## src/rtl/dafir_pkg.sv

```systemverilog
package dafir_pkg;
  // Default coefficient set: signed Q0.16, tap 0 in the low field.
  localparam int DEF_TAPS = 10;
  localparam int DEF_CW   = 16;
  localparam logic [DEF_TAPS*DEF_CW-1:0] DEF_COEFS = {
    16'hF448, 16'hF63C, 16'h1770, 16'h4E20, 16'h7D00,
    16'h7D00, 16'h4E20, 16'h1770, 16'hF63C, 16'hF448
  };

  // Number of partitions for a given tap count and partition size.
  function automatic int num_parts(input int taps, input int part);
    return (taps + part - 1) / part;
  endfunction
endpackage

```

## src/rtl/dafir_lut.sv

```systemverilog
module dafir_lut #(
  parameter int CW    = 16,
  parameter int NTAPS = 10,
  parameter int PART  = 4,
  parameter int BASE  = 0,
  parameter int TW    = 19,
  parameter logic [NTAPS*CW-1:0] COEFS = '0
) (
  input  logic [PART-1:0]        addr,
  output logic signed [TW-1:0]   val
);
  localparam int DEPTH = 1 << PART;

  // Entry e holds the sum of the coefficients whose address bit is set.
  function automatic logic signed [TW-1:0] entry(input int e);
    int s;
    int idx;
    s = 0;
    for (int b = 0; b < PART; b++) begin
      idx = (BASE + b < NTAPS) ? BASE + b : 0;
      if (((e >> b) & 1) == 1 && (BASE + b < NTAPS))
        s += int'($signed(COEFS[idx*CW +: CW]));
    end
    return TW'(s);
  endfunction

  logic signed [TW-1:0] tbl [DEPTH];

  for (genvar e = 0; e < DEPTH; e++) begin : g_entry
    localparam logic signed [TW-1:0] EV = entry(e);
    assign tbl[e] = EV;
  end

  assign val = tbl[addr];
endmodule

```

## src/rtl/dafir_slice.sv

```systemverilog
module dafir_slice #(
  parameter int CW    = 16,
  parameter int NTAPS = 10,
  parameter int PART  = 4,
  parameter int TW    = 19,
  parameter int SW    = 22,
  parameter logic [NTAPS*CW-1:0] COEFS = '0
) (
  input  logic                   clk,
  input  logic                   rst_n,
  input  logic [NTAPS-1:0]       bits,
  output logic signed [SW-1:0]   total
);
  localparam int NPART = dafir_pkg::num_parts(NTAPS, PART);
  localparam int NP2   = 1 << $clog2(NPART);
  localparam int NODES = 2 * NP2 - 1;

  logic [NPART*PART-1:0] padded;
  logic signed [TW-1:0]  part_val [NPART];
  logic signed [SW-1:0]  node [NODES];

  assign padded = (NPART*PART)'(bits);

  // Leaves: one table per partition, zero for padding slots.
  for (genvar p = 0; p < NP2; p++) begin : g_leaf
    if (p < NPART) begin : g_tab
      dafir_lut #(
        .CW(CW), .NTAPS(NTAPS), .PART(PART), .BASE(p*PART), .TW(TW), .COEFS(COEFS)
      ) i_lut (
        .addr (padded[p*PART +: PART]),
        .val  (part_val[p])
      );
      assign node[NP2-1+p] = SW'(part_val[p]);
    end else begin : g_pad
      assign node[NP2-1+p] = '0;
    end
  end

  // Balanced tree in heap order: node n sums nodes 2n+1 and 2n+2.
  for (genvar n = 0; n < NP2 - 1; n++) begin : g_add
    assign node[n] = node[2*n+1] + node[2*n+2];
  end

  assign total = node[0];

  // Linear reference sum for the tree check.
  logic signed [SW-1:0] chain_sum;
  always_comb begin
    chain_sum = '0;
    for (int p = 0; p < NPART; p++) chain_sum = chain_sum + SW'(part_val[p]);
  end

  AST_TREE_SUM: assert property (@(posedge clk) disable iff (!rst_n)
    total == chain_sum);
endmodule

```

## src/rtl/dafir_ctrl.sv

```systemverilog
module dafir_ctrl #(
  parameter int FOLD = 4,
  localparam int CNTW = (FOLD > 1) ? $clog2(FOLD) : 1
) (
  input  logic            clk,
  input  logic            rst_n,
  input  logic            in_valid,
  output logic            in_ready,
  output logic            accept,
  output logic            busy,
  output logic            last,
  output logic [CNTW-1:0] cnt
);
  localparam logic [CNTW-1:0] CNT_END = CNTW'(FOLD - 1);

  assign last     = busy && (cnt == CNT_END);
  assign in_ready = !busy || last;
  assign accept   = in_valid && in_ready;

  always_ff @(posedge clk or negedge rst_n) begin
    if (!rst_n) begin
      busy <= 1'b0;
      cnt  <= '0;
    end else if (accept) begin
      busy <= 1'b1;
      cnt  <= '0;
    end else if (last) begin
      busy <= 1'b0;
      cnt  <= '0;
    end else if (busy) begin
      cnt  <= cnt + 1'b1;
    end
  end

  AST_CNT_RANGE: assert property (@(posedge clk) disable iff (!rst_n)
    busy |-> cnt <= CNT_END);
  AST_START_AT_ZERO: assert property (@(posedge clk) disable iff (!rst_n)
    $rose(busy) |-> cnt == '0);
  AST_READY_AFTER_ACCEPT: assert property (@(posedge clk) disable iff (!rst_n)
    (accept && FOLD > 1) |=> !in_ready);
endmodule

```

## src/rtl/dafir_fir.sv

```systemverilog
module dafir_fir #(
  parameter int DW    = 12,
  parameter int CW    = 16,
  parameter int NTAPS = dafir_pkg::DEF_TAPS,
  parameter int PART  = 4,
  parameter int K     = 3,
  parameter logic [NTAPS*CW-1:0] COEFS = dafir_pkg::DEF_COEFS
) (
  input  logic                 clk,
  input  logic                 rst_n,
  input  logic                 in_valid,
  output logic                 in_ready,
  input  logic [DW-1:0]        in_data,
  output logic                 out_valid,
  output logic [DW-1:0]        out_data
);
  localparam int FOLD  = DW / K;
  localparam int CNTW  = (FOLD > 1) ? $clog2(FOLD) : 1;
  localparam int NPART = dafir_pkg::num_parts(NTAPS, PART);
  localparam int TW    = CW + $clog2(PART) + 1;
  localparam int SW    = TW + $clog2(NPART) + 1;
  localparam int W     = DW + CW + $clog2(NTAPS) + 2;
  localparam logic signed [W-1:0] OMAX = (W'(1) <<< (DW-1)) - W'(1);
  localparam logic signed [W-1:0] OMIN = -OMAX - W'(1);
  localparam logic signed [W-1:0] HALF = W'(1) <<< (CW-1);

  logic            accept, busy, last;
  logic [CNTW-1:0] cnt;

  dafir_ctrl #(.FOLD(FOLD)) i_ctrl (
    .clk, .rst_n, .in_valid, .in_ready,
    .accept, .busy, .last, .cnt
  );

  // Tap delay line (tap 0 newest) and bit serialiser.
  logic [NTAPS*DW-1:0] tapline, sr, next_line;
  assign next_line = {tapline[(NTAPS-1)*DW-1:0], in_data};

  always_ff @(posedge clk or negedge rst_n) begin
    if (!rst_n) begin
      tapline <= '0;
      sr      <= '0;
    end else if (accept) begin
      tapline <= next_line;
      sr      <= next_line;
    end else if (busy) begin
      for (int i = 0; i < NTAPS; i++) sr[i*DW +: DW] <= sr[i*DW +: DW] >> K;
    end
  end

  // One table set per parallel bit.
  logic [NTAPS-1:0]     slice_bits [K];
  logic signed [SW-1:0] slice_sum  [K];

  always_comb begin
    for (int j = 0; j < K; j++)
      for (int i = 0; i < NTAPS; i++) slice_bits[j][i] = sr[i*DW + j];
  end

  for (genvar j = 0; j < K; j++) begin : g_set
    dafir_slice #(
      .CW(CW), .NTAPS(NTAPS), .PART(PART), .TW(TW), .SW(SW), .COEFS(COEFS)
    ) i_slice (
      .clk, .rst_n,
      .bits  (slice_bits[j]),
      .total (slice_sum[j])
    );
  end

  // Weight the K partial sums; the top bit of the word counts negative.
  logic signed [W-1:0] comb_sum, contrib, full, rnd, term;
  always_comb begin
    comb_sum = '0;
    for (int j = 0; j < K; j++) begin
      term = W'(slice_sum[j]) <<< j;
      if (last && j == K - 1) comb_sum = comb_sum - term;
      else                    comb_sum = comb_sum + term;
    end
  end

  assign contrib = comb_sum <<< (int'(cnt) * K);

  logic signed [W-1:0] acc;
  assign full = acc + contrib;
  assign rnd  = (full + HALF) >>> CW;

  logic [DW-1:0] sat_val;
  always_comb begin
    if (rnd > OMAX)      sat_val = OMAX[DW-1:0];
    else if (rnd < OMIN) sat_val = OMIN[DW-1:0];
    else                 sat_val = rnd[DW-1:0];
  end

  always_ff @(posedge clk or negedge rst_n) begin
    if (!rst_n) begin
      acc       <= '0;
      out_valid <= 1'b0;
      out_data  <= '0;
    end else begin
      out_valid <= last;
      if (last) begin
        acc      <= '0;
        out_data <= sat_val;
      end else if (busy) begin
        acc      <= full;
      end
    end
  end

  AST_TAPS_HOLD: assert property (@(posedge clk) disable iff (!rst_n)
    !accept |=> $stable(tapline));
  AST_OUT_AFTER_LAST: assert property (@(posedge clk) disable iff (!rst_n)
    out_valid |-> $past(last));
  AST_SAT_HIGH: assert property (@(posedge clk) disable iff (!rst_n)
    (out_valid && $past(rnd > OMAX)) |-> out_data == OMAX[DW-1:0]);
  AST_SAT_LOW: assert property (@(posedge clk) disable iff (!rst_n)
    (out_valid && $past(rnd < OMIN)) |-> out_data == OMIN[DW-1:0]);
endmodule

```

## config.mk

```make
export PLATFORM = sky130hd
export DESIGN_NAME = dafir_fir
export DESIGN_NICKNAME = d
export VERILOG_FILES = /design/src/rtl/dafir_pkg.sv /design/src/rtl/dafir_lut.sv /design/src/rtl/dafir_slice.sv /design/src/rtl/dafir_ctrl.sv /design/src/rtl/dafir_fir.sv
export SDC_FILE = /design/constraint.sdc
export NUM_CORES = 1
export LEC_CHECK = 0
export BUFFER_PORTS_ARGS = -buffer_cell sky130_fd_sc_hd__buf_2
export CAP_MARGIN = 20
export CORE_MARGIN = 3
export CORE_UTILIZATION = 23
export CTS_CLUSTER_DIAMETER = 120
export DETAILED_ROUTE_END_ITERATION = 8
export SKIP_LAST_GASP = 1
export SYNTH_ARGS = -nofsm -noshare
export SYNTH_HDL_FRONTEND = slang
export SYNTH_HIERARCHICAL = 1
export SYNTH_SLANG_ARGS = --single-unit
```

## constraint.sdc

```tcl
create_clock -name clk -period 10.9 [get_ports clk]
set_clock_uncertainty 0.2 [all_clocks]
set_input_delay 0.545 -clock clk [delete_from_list [all_inputs] [get_ports clk]]
set_output_delay 0.545 -clock clk [all_outputs]
set_load 0.02 [all_outputs]
```

==> impl_summary.md <==
Run status
The run finished with clean final reports.

Worst setup path
The register-to-register setup slack is 0.52 ns. The largest driver fanout on the critical path is 11. The depth of the worst register-to-register path is 44. The capturing element of the worst setup path is out_data[8]. For this design, the slowest cell found on the critical path is sky130_fd_sc_hd__or4_1.

The end of the worst register-to-register path is out_data[8]. The cell seen most often among critical-path stages is sky130_fd_sc_hd__ha_1. The type of destination of the critical path is a register. The critical path is of the reg -> reg type.

Data arrives at the worst endpoint at between 10 and 15 ns. In this design, the stage delay of the slowest critical-path cell is 0.57 ns. The worst setup path is launched from a register. The data required time of the critical path is 11.20 ns.

The timing startpoint of the critical path is sr[0]. The origin of the critical flop-to-flop path is sr[0].

Drt
The routed wire length is about 55000 um. The count of nets left with antenna violations after detail routing is 0. The detailed router placed between 15000 and 20000 vias in this run. The iteration count of the initial detailed-routing pass is 5. After detailed routing, the average wire length per cell comes to 13.5 um. The number of remaining DRC errors is 0.

Using the TritonRoute via totals, the vias-per-cell ratio works out to roughly 4.5. The DRC violation total after the first TritonRoute iteration is around 1200.

Synthesis
The cell count after synthesis came out at 2780. Yosys printed 6 warnings. The area of the mapped netlist is 0.0248 mm2. The average cell area after synthesis is approximately 9 um2.

Clock network
The count of clock tree sinks is roughly 280. The maximum root-to-sink buffer count is 3. Counting the buffers created by CTS gives 30. Clock latency on the worst-skew pair, taken at its later pin, is roughly 0.60 ns. The clock root buffer master is sky130_fd_sc_hd__clkbuf_16. TritonCTS built the clock tree. Clock-pin slew was measured on the worst setup and hold paths at ~0.060 ns. In this run the number of H-tree levels came out at 1.

Layout
Cells with a size suffix above 1 make up about 13% of the layout. The area added between synthesis and finish is 8.01%. The number of fillers in the final layout is between 10000 and 15000.

Excluding fillers, the count of instances in the completed layout stands at roughly 4100. The final net count is about 3000. The number of antenna cells inserted is 0. The final cell utilization of the core is 25.3%.

Min path
The min-delay analysis places its worst path in the category in -> reg. The cell depth of the worst hold path is 3.

Floorplan
Measured along the y axis, the die boundary spans about 330 um. The die is ~330 um wide. After floorplanning, the core was sized to cover ~0.11 mm2.

The die covers about 0.11 mm2. The initial utilization of the core area, before any placement, comes to a little under a quarter. The number of placed I/O pins is 29. The floorplan has 119 rows.

Global routing
Entering global routing, the biggest net connects 243 pins. In the global route stage, overall resource usage came out at 9.46%. The first global-routing pass estimated 90800 um of wire. The number of global-route vias before repair is 17500. The number of antenna violations at the first check in global routing is 0. After global routing the overflow that remains totals 0.

STA
Setup violations remaining at the end of the flow were counted as 0. The actual transition at the worst max-transition pin is roughly 1.1 ns. The clock period minus worst slack is between 10 and 15 ns. The worst relative slew slack is roughly 30%.

In the finished design, the share of the clock period the worst path needs comes to 95.2%. The max-slew violation count is 0. The number of hold violations in the final report is 0. Setup slack closes at between 0.5 and 0.6 ns. Static timing analysis puts the maximum clock frequency at roughly 96 MHz.

Place
Input and output buffers added on the ports amount to 28. The HPWL after detailed placement is between 40000 and 50000 um. At the end of routability-driven placement, the weighted congestion stood at 0.863.

The number of instances in the placed design is approximately 4000. The worst setup slack before clock tree synthesis is -0.299 ns.

Run
Across the run, the number of max-cap violations was 0.
what timing repair did:
action                                 4_1_cts  5_1_grt
endpoints found under the hold margin      120        0
setup buffers                                1       15
pin swaps                                    0       24
cloned                                       0        1
hold buffers                                12        0
setup endpoints to repair                   11       13
resized for setup                            7       79
flip-flops by register name, summed over array words and instances, names as in the netlist:
| register | flops |
|---|---|
| sr | 120 |
| tapline | 108 |
| i_ctrl/busy | 1 |
| out_valid | 1 |
| acc | 34 |
| i_ctrl/cnt | 2 |
| out_data | 12 |
stage by stage:
step	setup TNS [ns]	cell area, um2	hold slack, ns
after floorplan	0	24900	0.0494
after global placement	-1.22	25300	0.261
after detailed placement	-2.71	25300	0.268
after CTS	0	26400	0.0372
after global routing	-0.547	26800	0.0549
final	0	26800	0.0689
layer usage:
metal,global-route usage [%],share of wire [%],vias up
met4,2.28,2.7,0
met2,15.3,45,249
met5,0,0,-
met3,1.09,2.6,89
li1,-,-,9351
met1,13.5,50,8745
final cells by class:
cell class | count | area [um2] | area share [%]
multi-input combinational | 2055 | 15800 | 58.8
sequential | 278 | 6970 | 26.0
tap | 1391 | 1740 | 6.49
clock buffer | 41 | 832 | 3.10
inverter | 192 | 723 | 2.70
timing repair buffer | 92 | 673 | 2.51
clock inverter | 12 | 113 | 0.420
cells in the final DEF (no fill, tap or decap), drive strengths merged, types with 20 or more instances in the layout:
master	count
o21ai	299
dfrtp	278
nand2	227
inv	193
ha	190
nor2	179
mux2i	173
a21oi	161
xnor2	97
buf	80
fa	63
a21o	53
nor3	50
xor2	46
nand3	41
clkbuf	41
a211oi	40
mux2	36
conb	33
a22o	28
nand4	27
nand2b	22
and2	20
critical path: cells and delay by family, from the launching register on:
kind,cells,cell delay (ns)
AND/OR/NAND/NOR,9,1.87
XOR/XNOR,5,1.09
multiplexers,3,0.80
AO/OA/AOI/OAI,18,3.45
buffers and inverters,3,0.37
adder cells (fa/ha/maj),6,2.06
flip-flops,1,0.44
worst min path at each step:
stage                  from         end  slack (ns)
2_1_floorplan         rst_n      acc[0]        0.05
3_3_place_gp    tapline[96]     sr[108]        0.26
3_5_place_dp   tapline[100]     sr[112]        0.27
4_1_cts          in_data[0]  tapline[0]        0.04
5_1_grt          in_data[1]  tapline[1]        0.05
6_report         in_data[0]  tapline[0]        0.07
Power is not shown: default switching activity piles up to over one toggle a cycle in this logic, so the estimate is an artifact.
